--- config.mk ---
export PLATFORM = sky130hd
export DESIGN_NAME = pport_regs
export DESIGN_NICKNAME = d
export VERILOG_FILES = /design/src/rtl/pport_pkg.sv /design/src/rtl/pport_sync.sv /design/src/rtl/pport_ctrl.sv /design/src/rtl/pport_irq.sv /design/src/rtl/pport_regs.sv
export SDC_FILE = /design/constraint.sdc
export NUM_CORES = 1
export LEC_CHECK = 0
export ABC_AREA = 1
export CORE_MARGIN = 2
export CORE_UTILIZATION = 30
export CTS_BUF_LIST = sky130_fd_sc_hd__clkbuf_4 sky130_fd_sc_hd__clkbuf_8
export CTS_CLUSTER_DIAMETER = 50
export CTS_CLUSTER_SIZE = 10
export DETAILED_ROUTE_END_ITERATION = 10
export PLACE_DENSITY = 0.62
export SLEW_MARGIN = 25
export SYNTH_ARGS = -nofsm -noshare
export SYNTH_HDL_FRONTEND = slang
export SYNTH_HIERARCHICAL = 1
export SYNTH_SLANG_ARGS = --single-unit
--- constraint.sdc ---
create_clock -name clk_i -period 1.21 [get_ports clk_i]
set_input_delay 0.242 -clock clk_i [delete_from_list [all_inputs] [get_ports clk_i]]
set_output_delay 0.242 -clock clk_i [all_outputs]
set_load 0.005 [all_outputs]
--- src/rtl/pport_pkg.sv ---
package pport_pkg;
  localparam int unsigned BYTE_W = 8;
  localparam int unsigned ADDR_W = 2;
  localparam int unsigned CTL_W  = 4;
  localparam int unsigned STS_N  = 5;

  localparam logic [ADDR_W-1:0] OFS_DATA = 2'd0;
  localparam logic [ADDR_W-1:0] OFS_STAT = 2'd1;
  localparam logic [ADDR_W-1:0] OFS_CTRL = 2'd2;

  // control bit positions
  localparam int unsigned CB_DIR = 5;
  localparam int unsigned CB_IEN = 4;
  localparam int unsigned CTRL_KEEP = 6;  // bits held in storage

  localparam logic [BYTE_W-1:0] CTRL_RST = 8'h0C;
  // pins that are driven inverted relative to the control bit
  localparam logic [CTL_W-1:0] CTL_INV = 4'b1011;
endpackage

--- src/rtl/pport_sync.sv ---
module pport_sync #(
  parameter int unsigned W = 1,
  parameter logic [W-1:0] RST_VAL = '0
) (
  input  logic         clk_i,
  input  logic         rst_ni,
  input  logic [W-1:0] d_i,
  output logic [W-1:0] q_o
);
  logic [W-1:0] s1_q, s2_q;

  always_ff @(posedge clk_i or negedge rst_ni) begin
    if (!rst_ni) begin
      s1_q <= RST_VAL;
      s2_q <= RST_VAL;
    end else begin
      s1_q <= d_i;
      s2_q <= s1_q;
    end
  end

  assign q_o = s2_q;
endmodule

--- src/rtl/pport_ctrl.sv ---
module pport_ctrl
  import pport_pkg::*;
(
  input  logic                 clk_i,
  input  logic                 rst_ni,
  input  logic                 wr_data_i,
  input  logic                 wr_ctrl_i,
  input  logic [BYTE_W-1:0]    wdata_i,
  output logic [BYTE_W-1:0]    data_q_o,
  output logic [CTRL_KEEP-1:0] ctrl_q_o,
  output logic [CTL_W-1:0]     ctl_o
);
  logic [BYTE_W-1:0]    data_q;
  logic [CTRL_KEEP-1:0] ctrl_q;

  always_ff @(posedge clk_i or negedge rst_ni) begin
    if (!rst_ni) begin
      data_q <= '0;
      ctrl_q <= CTRL_RST[CTRL_KEEP-1:0];
    end else begin
      if (wr_data_i) data_q <= wdata_i;
      if (wr_ctrl_i) ctrl_q <= wdata_i[CTRL_KEEP-1:0];
    end
  end

  for (genvar i = 0; i < CTL_W; i++) begin : g_pin
    if (CTL_INV[i]) begin : g_inv
      assign ctl_o[i] = ~ctrl_q[i];
    end else begin : g_pass
      assign ctl_o[i] = ctrl_q[i];
    end
  end

  assign data_q_o = data_q;
  assign ctrl_q_o = ctrl_q;
endmodule

--- src/rtl/pport_irq.sv ---
module pport_irq (
  input  logic clk_i,
  input  logic rst_ni,
  input  logic ack_s_i,
  input  logic ien_i,
  input  logic clr_i,
  output logic fall_o,
  output logic irq_o
);
  logic ack_q, irq_q;

  assign fall_o = ack_q & ~ack_s_i;

  always_ff @(posedge clk_i or negedge rst_ni) begin
    if (!rst_ni) begin
      ack_q <= 1'b1;
      irq_q <= 1'b0;
    end else begin
      ack_q <= ack_s_i;
      // a fresh edge beats a simultaneous clear
      if (fall_o && ien_i) irq_q <= 1'b1;
      else if (clr_i)      irq_q <= 1'b0;
    end
  end

  assign irq_o = irq_q;
endmodule

--- src/rtl/pport_regs.sv ---
module pport_regs
  import pport_pkg::*;
(
  input  logic              clk_i,
  input  logic              rst_ni,
  input  logic              sel_i,
  input  logic              wr_i,
  input  logic [ADDR_W-1:0] addr_i,
  input  logic [BYTE_W-1:0] wdata_i,
  output logic [BYTE_W-1:0] rdata_o,
  output logic [BYTE_W-1:0] pd_o,
  output logic              pd_oe_o,
  input  logic [BYTE_W-1:0] pd_i,
  output logic [CTL_W-1:0]  ctl_o,
  input  logic              busy_i,
  input  logic              ack_i,
  input  logic              pout_i,
  input  logic              slct_i,
  input  logic              err_i,
  output logic              irq_o
);
  logic [BYTE_W-1:0]    data_q, pd_s;
  logic [CTRL_KEEP-1:0] ctrl_q;
  logic [STS_N-1:0]     sts_s;
  logic                 rd_stat, ack_fall;
  logic [BYTE_W-1:0]    stat_b, ctrl_b;

  pport_ctrl u_ctrl (
    .clk_i     (clk_i),
    .rst_ni    (rst_ni),
    .wr_data_i (sel_i && wr_i && addr_i == OFS_DATA),
    .wr_ctrl_i (sel_i && wr_i && addr_i == OFS_CTRL),
    .wdata_i   (wdata_i),
    .data_q_o  (data_q),
    .ctrl_q_o  (ctrl_q),
    .ctl_o     (ctl_o)
  );

  // order: busy, ack, pout, slct, err; ack idles high
  pport_sync #(.W(STS_N), .RST_VAL(5'b01000)) u_sts_sync (
    .clk_i (clk_i),
    .rst_ni(rst_ni),
    .d_i   ({busy_i, ack_i, pout_i, slct_i, err_i}),
    .q_o   (sts_s)
  );

  pport_sync #(.W(BYTE_W), .RST_VAL('0)) u_pd_sync (
    .clk_i (clk_i),
    .rst_ni(rst_ni),
    .d_i   (pd_i),
    .q_o   (pd_s)
  );

  assign rd_stat = sel_i && !wr_i && addr_i == OFS_STAT;

  pport_irq u_irq (
    .clk_i  (clk_i),
    .rst_ni (rst_ni),
    .ack_s_i(sts_s[3]),
    .ien_i  (ctrl_q[CB_IEN]),
    .clr_i  (rd_stat),
    .fall_o (ack_fall),
    .irq_o  (irq_o)
  );

  assign stat_b = {~sts_s[4], sts_s[3:0], 2'b11, 1'b0};
  assign ctrl_b = {{(BYTE_W-CTRL_KEEP){1'b0}}, ctrl_q};

  always_comb begin
    rdata_o = '0;
    if (sel_i && !wr_i) begin
      unique case (addr_i)
        OFS_DATA: rdata_o = ctrl_q[CB_DIR] ? pd_s : data_q;
        OFS_STAT: rdata_o = stat_b;
        OFS_CTRL: rdata_o = ctrl_b;
        default:  rdata_o = '0;
      endcase
    end
  end

  assign pd_o    = data_q;
  assign pd_oe_o = ~ctrl_q[CB_DIR];
endmodule

==> Flow_metrics.wiki, run 1 <==
{| class="wikitable"
! Metric !! Value
|-
| Series of cell instances along the critical path || buf_6 -> nand2_2 -> nand2_1 -> nor2_1 -> nor2_1 -> nor2_2 -> buf_2
|-
| Outcome || finished, violations left
|-
| Number of buffer and inverter stages on the critical path || 2
|-
| Final hold violations || 0
|-
| Worst EP arrival || 1.37 ns
|-
| Fraction of final layout cells sized beyond drive strength 1 || 0.432
|-
| Port-buffer cells || 48
|-
| Clock sink count || 42
|-
| Largest driver fanout on the critical path || 6
|-
| Largest net degree at the start of global routing || 43
|-
| DRT Wirelength || 4030 um
|-
| Number of antenna violations at the first check in global routing || 0
|-
| Post-layout minimum cycle time || 1.61 ns
|-
| Cell Rows || 27
|-
| Commonest cells after routing, fill and taps aside || sky130_fd_sc_hd__nand2_1 (62), sky130_fd_sc_hd__dfrtp_1 (36), sky130_fd_sc_hd__buf_6 (28)
|-
| GRT overflow || 0
|-
| Clk_lat worst skew || 0.30 ns
|-
| Sort of element at the end of the critical path || output port
|-
| Diode count || 0
|-
| Final-report max-slew violation count || 0
|-
| HPWL after detailed placement || 2710 um
|-
| Largest stage delay, worst path || 0.46 ns
|-
| Int Pwr || 0.00281 W
|-
| Buffer cell driving the clock tree root || sky130_fd_sc_hd__clkbuf_8
|-
| Clk network pwr share || 0.291
|-
| Initial standard-cell utilization of the core || 0.305
|-
| Area delta synth->final || 68.8%
|-
| Violations in the final reports || setup timing
|-
| Remaining antenna violation count after routing || 0
|-
| Drt pass-1 iters || 4
|-
| All-layer global routing usage || 0.142
|-
| Width of the die || 78.2 um
|-
| Area of the core || 5410 sq um
|-
| CTS Buf Count || 5
|-
| Max VDD drop || 0.682 mV
|-
| Ports || 49
|-
| Yosys warnings || 6
|-
| Power density cells || 1370 nW/um^2
|-
| Cell type group with the largest total delay on the critical path || flip-flops
|-
| Placed Area || 2410 sq um
|-
| Layout Skew || 0.00673 ns
|-
| Final weighted congestion in routability-driven placement || 0.838
|-
| Final core utilization || 0.515
|-
| Synth Instances || 174
|-
| Maximum frequency from static timing analysis || 0.620 GHz
|-
| Most repeated library cell on the critical path || sky130_fd_sc_hd__nor2_1
|-
| Req. time, crit path || 0.97 ns
|-
| Seq pwr share || 0.433
|-
| TritonCTS clock tree || yes
|-
| Worst-Margin Slew || 0.238 ns
|-
| Unrepaired setup endpoints after global routing || yes
|-
| Number of fill cells in the layout || 526
|-
| Net switching power figure || 0.00100 W
|-
| Type of the tightest min-delay check || in -> reg
|-
| H-tree level count || 2
|-
| First-pass GRT wire length || 6500 um
|-
| Slowest stage cell on the critical path || sky130_fd_sc_hd__dfrtp_2
|-
| Netlist Area Pre-Place || 1650 sq um
|-
| Number of max-cap violations || 0
|-
| Post-synthesis net count || 201
|-
| Maximum buffer depth of the clock tree || 2
|-
| Clock slew at the register clock pins of the worst setup and hold paths || 0.08 ns
|-
| Die height || 78.2 um
|-
| Max-Slew Margin vs Limit || 0.840
|-
| Die Footprint || 6110 sq um
|-
| Average footprint of a synthesized cell || 9.48 sq um
|-
| Most common cell after layout, fill and taps aside || sky130_fd_sc_hd__nand2_1
|-
| Count of routing violations after the opening detailed-route iteration || 66
|-
| LEAKAGE || 1.39 nW
|-
| Count of endpoints failing setup in the final report || 11
|-
| Wire length per cell after detailed routing || 11.7 um
|-
| Design Area, Final || 2790 sq um
|-
| Class of the most critical setup path || reg -> out
|-
| Element type at the critical path start || register
|-
| Share of total power in combinational logic || 0.275
|-
| Via count of the first global-routing pass || 1427
|-
| Total area of sequential cells || 1060 sq um
|-
| Switching portion of total power || 0.263
|-
| Portion of the clock cycle consumed by the worst path in the final layout || 1.33
|-
| Via count || 1424
|-
| Post-route worst setup slack || -0.403 ns
|-
| Post-detailed-route DRC marker count || 0
|-
| Number of vias per cell after detailed routing || 4.13
|-
| Final #Nets || 299
|-
| Combined area of the multi-input logic cells || 549 sq um
|}
-- power by group through the flow --
stage,combinational (W),clock [W],sequential [W]
2_1_floorplan,0.000265,0,0.00167
3_3_place_gp,0.000821,0,0.00166
3_5_place_dp,0.000827,0,0.00166
4_1_cts,0.000938,0.00114,0.00163
5_1_grt,0.00116,0.00119,0.00167
6_report,0.00105,0.00111,0.00165
-- what timing repair did --
action                     4_1_cts  5_1_grt
setup endpoints to repair       36       19
hold endpoints to repair        37        0
resized for setup              115       32
pin swaps                       10       10
setup buffers                   19        4
hold buffers                     1        0
-- layout make-up --
cell class / count / share of cell area
Sequential cell: 42 / 0.380
Timing Repair Buffer: 96 / 0.320
Multi-Input combinational cell: 108 / 0.197
Tap cell: 72 / 0.0323
Inverter: 19 / 0.0292
Clock buffer: 5 / 0.0247
Clock inverter: 3 / 0.0162
-- metrics by stage --
stage	TNS [ns]	power, W	hold slack (ns)	instances	setup WS (ns)
after global routing	-4.02	0.00402	0.335	345	-0.498
after floorplan	0	0.00193	-0.0536	174	0.0563
final	-3.43	0.00381	0.349	345	-0.403
after global placement	-13.34	0.00248	0.229	317	-0.878
after CTS	-3.42	0.00370	0.345	344	-0.396
after detailed placement	-13.61	0.00249	0.229	317	-0.884
-- worst paths after layout --
check / cells after the start / from / end / slack [ns]
max in group asynchronous: 3 / rst_ni / u_sts_sync/q_o[3]$_DFF_PN1_ / 0.50
worst min-delay path: 1 / ack_i / u_sts_sync/s1_q[3]$_DFF_PN1_ / 0.35
worst max-delay path: 7 / u_ctrl/ctrl_q_o[5]$_DFFE_PN0P_ / rdata_o[4] / -0.40
min in group asynchronous: 3 / rst_ni / u_ctrl/ctrl_q_o[0]$_DFFE_PN0P_ / 0.44
worst max register to register: 4 / u_ctrl/ctrl_q_o[3]$_DFFE_PN1P_ / u_ctrl/ctrl_q_o[3]$_DFFE_PN1P_ / 0.32
worst min register to register: 0 / u_sts_sync/s1_q[4]$_DFF_PN0_ / u_sts_sync/q_o[4]$_DFF_PN0_ / 0.35
-- flip-flops by register name (all words and copies together) (netlist names) --
signal / flops
u_sts_sync/s1_q: 5
u_irq/ack_q: 1
u_pd_sync/q_o: 8
u_ctrl/data_q_o: 8
u_sts_sync/q_o: 5
u_ctrl/ctrl_q_o: 6
u_pd_sync/s1_q: 8
u_irq/irq_o: 1
-- worst register-to-register path: stages (launching register included) --
cell                      delay (ns)
sky130_fd_sc_hd__dfstp_2        0.56
sky130_fd_sc_hd__buf_6          0.09
sky130_fd_sc_hd__buf_6          0.09
sky130_fd_sc_hd__nand2_1        0.04
sky130_fd_sc_hd__nand2_1        0.06
-- per-layer routing --
layer | GRT usage | wire length [um] | vias up
met5 | 0 | 0 | -
met4 | 0.0632 | 72 | 0
met3 | 0.0379 | 187 | 7
met2 | 0.243 | 2160 | 35
met1 | 0.168 | 1610 | 662
li1 | - | - | 720
No activity file was read; power rests on OpenSTA's default activity.
==> run 2: changes to the inputs <==
--- a/config.mk
+++ b/config.mk
@@ -13,6 +13,7 @@
 export CTS_CLUSTER_SIZE = 10
 export DETAILED_ROUTE_END_ITERATION = 10
 export PLACE_DENSITY = 0.62
+export SETUP_SLACK_MARGIN = 0.05
 export SLEW_MARGIN = 25
 export SYNTH_ARGS = -nofsm -noshare
 export SYNTH_HDL_FRONTEND = slang
==> run 2 against run 1 <==
  * The run still ends with setup timing left
  * Clock-buffer cell count unchanged
  * Sequential power is essentially flat
  * Register-to-register slack about the same
  * Largest cell class unchanged
  * Die area unchanged
  * Non-clock buffer count grew 3
  * Largest power group unchanged
  * Worst setup slack worse by 0.067 ns
  * Critical path depth stayed put
  * Highest routed layer unchanged
  * Utilization rose by 1.1 points
  * Global-route usage is 0.25 points higher
  * Final area up 2.2%
  * Flip-flop and latch count unchanged
==> Flow_metrics.wiki, run 2 (same netlist as run 1, synthesis figures left out) <==
{| class="wikitable"
! Metric !! Value
|-
| Unrepaired setup endpoints after global routing || yes
|-
| Largest driver fanout on the critical path || 4
|-
| Series of cell instances along the critical path || buf_6 -> nand2_2 -> nand2_1 -> nor2_1 -> nor2_1 -> nor2_1 -> buf_2
|-
| Final weighted congestion in routability-driven placement || 0.838
|-
| Combined area of the multi-input logic cells || 549 sq um
|-
| CTS Buf Count || 5
|-
| Element type at the critical path start || register
|-
| Start point of the worst hold path || ack_i
|-
| Clock slew at the register clock pins of the worst setup and hold paths || 0.08 ns
|-
| Via count || 1437
|-
| GRT overflow || 0
|-
| Die height || 78.2 um
|-
| Length of routed met3 wiring || 181 um
|-
| Number of buffer and inverter stages on the critical path || 2
|-
| Remaining antenna violation count after routing || 0
|-
| Final-report max-slew violation count || 0
|-
| Commonest cells after routing, fill and taps aside || sky130_fd_sc_hd__nand2_1 (62), sky130_fd_sc_hd__buf_6 (36), sky130_fd_sc_hd__dfrtp_1 (36)
|-
| Top Metal Used || met4
|-
| Post-detailed-route DRC marker count || 0
|-
| Min Hold Slack || 0.350 ns
|-
| Pre-CTS setup slack || -0.884 ns
|-
| Number of instances in the placed design || 317
|-
| FF-to-FF path depth || 4
|-
| Final hold violations || 0
|-
| Class of the most critical setup path || reg -> out
|-
| Clk network pwr share || 0.285
|-
| Post-route worst setup slack || -0.470 ns
|-
| Outcome || finished, violations left
|-
| Port-buffer cells || 48
|-
| Fraction of final layout cells sized beyond drive strength 1 || 0.442
|-
| H-tree level count || 2
|-
| Met1 layer wirelength in the final routing || 1670 um
|-
| Worst EP arrival || 1.44 ns
|-
| First-pass GRT wire length || 6620 um
|-
| Wire length per cell after detailed routing || 12.0 um
|-
| Layout Skew || 0.00644 ns
|-
| Drt pass-1 iters || 4
|-
| Most repeated library cell on the critical path || sky130_fd_sc_hd__nor2_1
|-
| Startpoint of the worst setup timing path || u_ctrl/ctrl_q_o[5]$_DFFE_PN0P_
|-
| Buffer cell driving the clock tree root || sky130_fd_sc_hd__clkbuf_8
|-
| Width of the die || 78.2 um
|-
| Final total power || 0.00389 W
|-
| Slowest stage cell on the critical path || sky130_fd_sc_hd__dfrtp_2
|-
| Min-Delay Path Depth || 1
|-
| Type of the tightest min-delay check || in -> reg
|-
| Power density cells || 1370 nW/um^2
|-
| LEAKAGE || 1.41 nW
|-
| Clock sink count || 42
|-
| Switching portion of total power || 0.263
|-
| Worst-Margin Slew || 0.242 ns
|-
| All-layer global routing usage || 0.145
|-
| Most common cell after layout, fill and taps aside || sky130_fd_sc_hd__nand2_1
|-
| Final core utilization || 0.527
|-
| End of the worst hold path || u_sts_sync/s1_q[3]$_DFF_PN1_
|-
| Initial standard-cell utilization of the core || 0.305
|-
| Routed length on met2 || 2260 um
|-
| Cell type group with the largest total delay on the critical path || flip-flops
|-
| Count of routing violations after the opening detailed-route iteration || 106
|-
| Total area of sequential cells || 1060 sq um
|-
| Diode count || 0
|-
| TritonCTS clock tree || yes
|-
| Worst reg2reg path endpoint || u_ctrl/ctrl_q_o[3]$_DFFE_PN1P_
|-
| Area of the core || 5410 sq um
|-
| Violations in the final reports || setup timing
|-
| Number of vias per cell after detailed routing || 4.13
|-
| Post-layout minimum cycle time || 1.68 ns
|-
| Req. time, crit path || 0.97 ns
|-
| DRT Wirelength || 4170 um
|-
| Ports || 49
|-
| Max-Slew Margin vs Limit || 0.838
|-
| Worst setup slack for register-to-register paths || 0.32 ns
|-
| Share of total power in combinational logic || 0.290
|-
| Max VDD drop || 0.695 mV
|-
| Largest stage delay, worst path || 0.47 ns
|-
| Count of non-filler cells in the finished layout || 348
|-
| Largest net degree at the start of global routing || 43
|-
| Final #Nets || 302
|-
| Sort of element at the end of the critical path || output port
|-
| Maximum frequency from static timing analysis || 0.595 GHz
|-
| Die Footprint || 6110 sq um
|-
| Via count of the first global-routing pass || 1460
|-
| Clk_lat worst skew || 0.30 ns
|-
| Number of antenna violations at the first check in global routing || 0
|-
| Count of endpoints failing setup in the final report || 11
|-
| Int Pwr || 0.00287 W
|-
| HPWL after detailed placement || 2710 um
|-
| Cell Rows || 27
|-
| Area delta synth->final || 72.5%
|-
| Seq pwr share || 0.425
|-
| Number of max-cap violations || 0
|-
| Maximum buffer depth of the clock tree || 2
|-
| Number of fill cells in the layout || 514
|-
| Startpoint of the worst-slack reg-to-reg timing path || u_ctrl/ctrl_q_o[3]$_DFFE_PN1P_
|-
| Portion of the clock cycle consumed by the worst path in the final layout || 1.39
|-
| Net switching power figure || 0.00102 W
|}
## run 2: cell types whose count changed in the layout (fill, tap and decap cells not counted)
cell                            previous run  this run
sky130_fd_sc_hd__buf_6                    28        36
sky130_fd_sc_hd__buf_2                    14        10
sky130_fd_sc_hd__dlygate4sd2_1             4         3
## run 2: layout make-up
type | count | area share
multi-input cells | 108 | 0.193
clock inverters | 3 | 0.0158
clock buffers | 5 | 0.0242
well taps | 72 | 0.0316
repair buffers | 99 | 0.335
inverters | 19 | 0.0286
flip-flops and latches | 42 | 0.372
## run 2: power by group through the flow
stage	Combinational [W]	Clock, W	Sequential, W
after floorplan	0.000265	0	0.00167
after CTS	0.00104	0.00114	0.00164
after global placement	0.000821	0	0.00166
final	0.00113	0.00111	0.00165
after detailed placement	0.000827	0	0.00166
after global routing	0.00123	0.00119	0.00167
## run 2: per-stage QoR
stage                     TNS, ns  area [sq um]
after floorplan                 0          1660
after global placement     -13.34          2410
after detailed placement   -13.61          2410
after CTS                   -3.42          2760
after global routing        -4.19          2850
final                       -3.55          2850
## run 2: worst max path at each step
stage / slack [ns] / cells after the start / to
final: -0.47 / 7 / rdata_o[5]
after global routing: -0.52 / 7 / rdata_o[5]
after CTS: -0.40 / 7 / rdata_o[4]
after detailed placement: -0.88 / 8 / rdata_o[1]
after global placement: -0.88 / 8 / rdata_o[1]
after floorplan: 0.06 / 6 / u_ctrl/ctrl_q_o[5]$_DFFE_PN0P_
## run 2: repair_timing
item | 4_1_cts | 5_1_grt
endpoints found under the setup margin | 36 | 26
buffers inserted | 20 | 8
hold buffers | 1 | 0
pin swaps | 10 | 11
resized for setup | 132 | 30
hold endpoints to repair | 37 | 0
## run 2: worst reg2reg max path, stage by stage, from the launching register on
cell	delay, ns
sky130_fd_sc_hd__dfstp_2	0.56
sky130_fd_sc_hd__buf_6	0.09
sky130_fd_sc_hd__buf_6	0.08
sky130_fd_sc_hd__nand2_1	0.04
sky130_fd_sc_hd__nand2_1	0.06
## run 2: layer usage
layer / GRT usage / vias to the layer above
met5: 0 / -
met4: 0.0632 / 0
li1: - / 728
met2: 0.250 / 36
met3: 0.0379 / 5
met1: 0.169 / 668
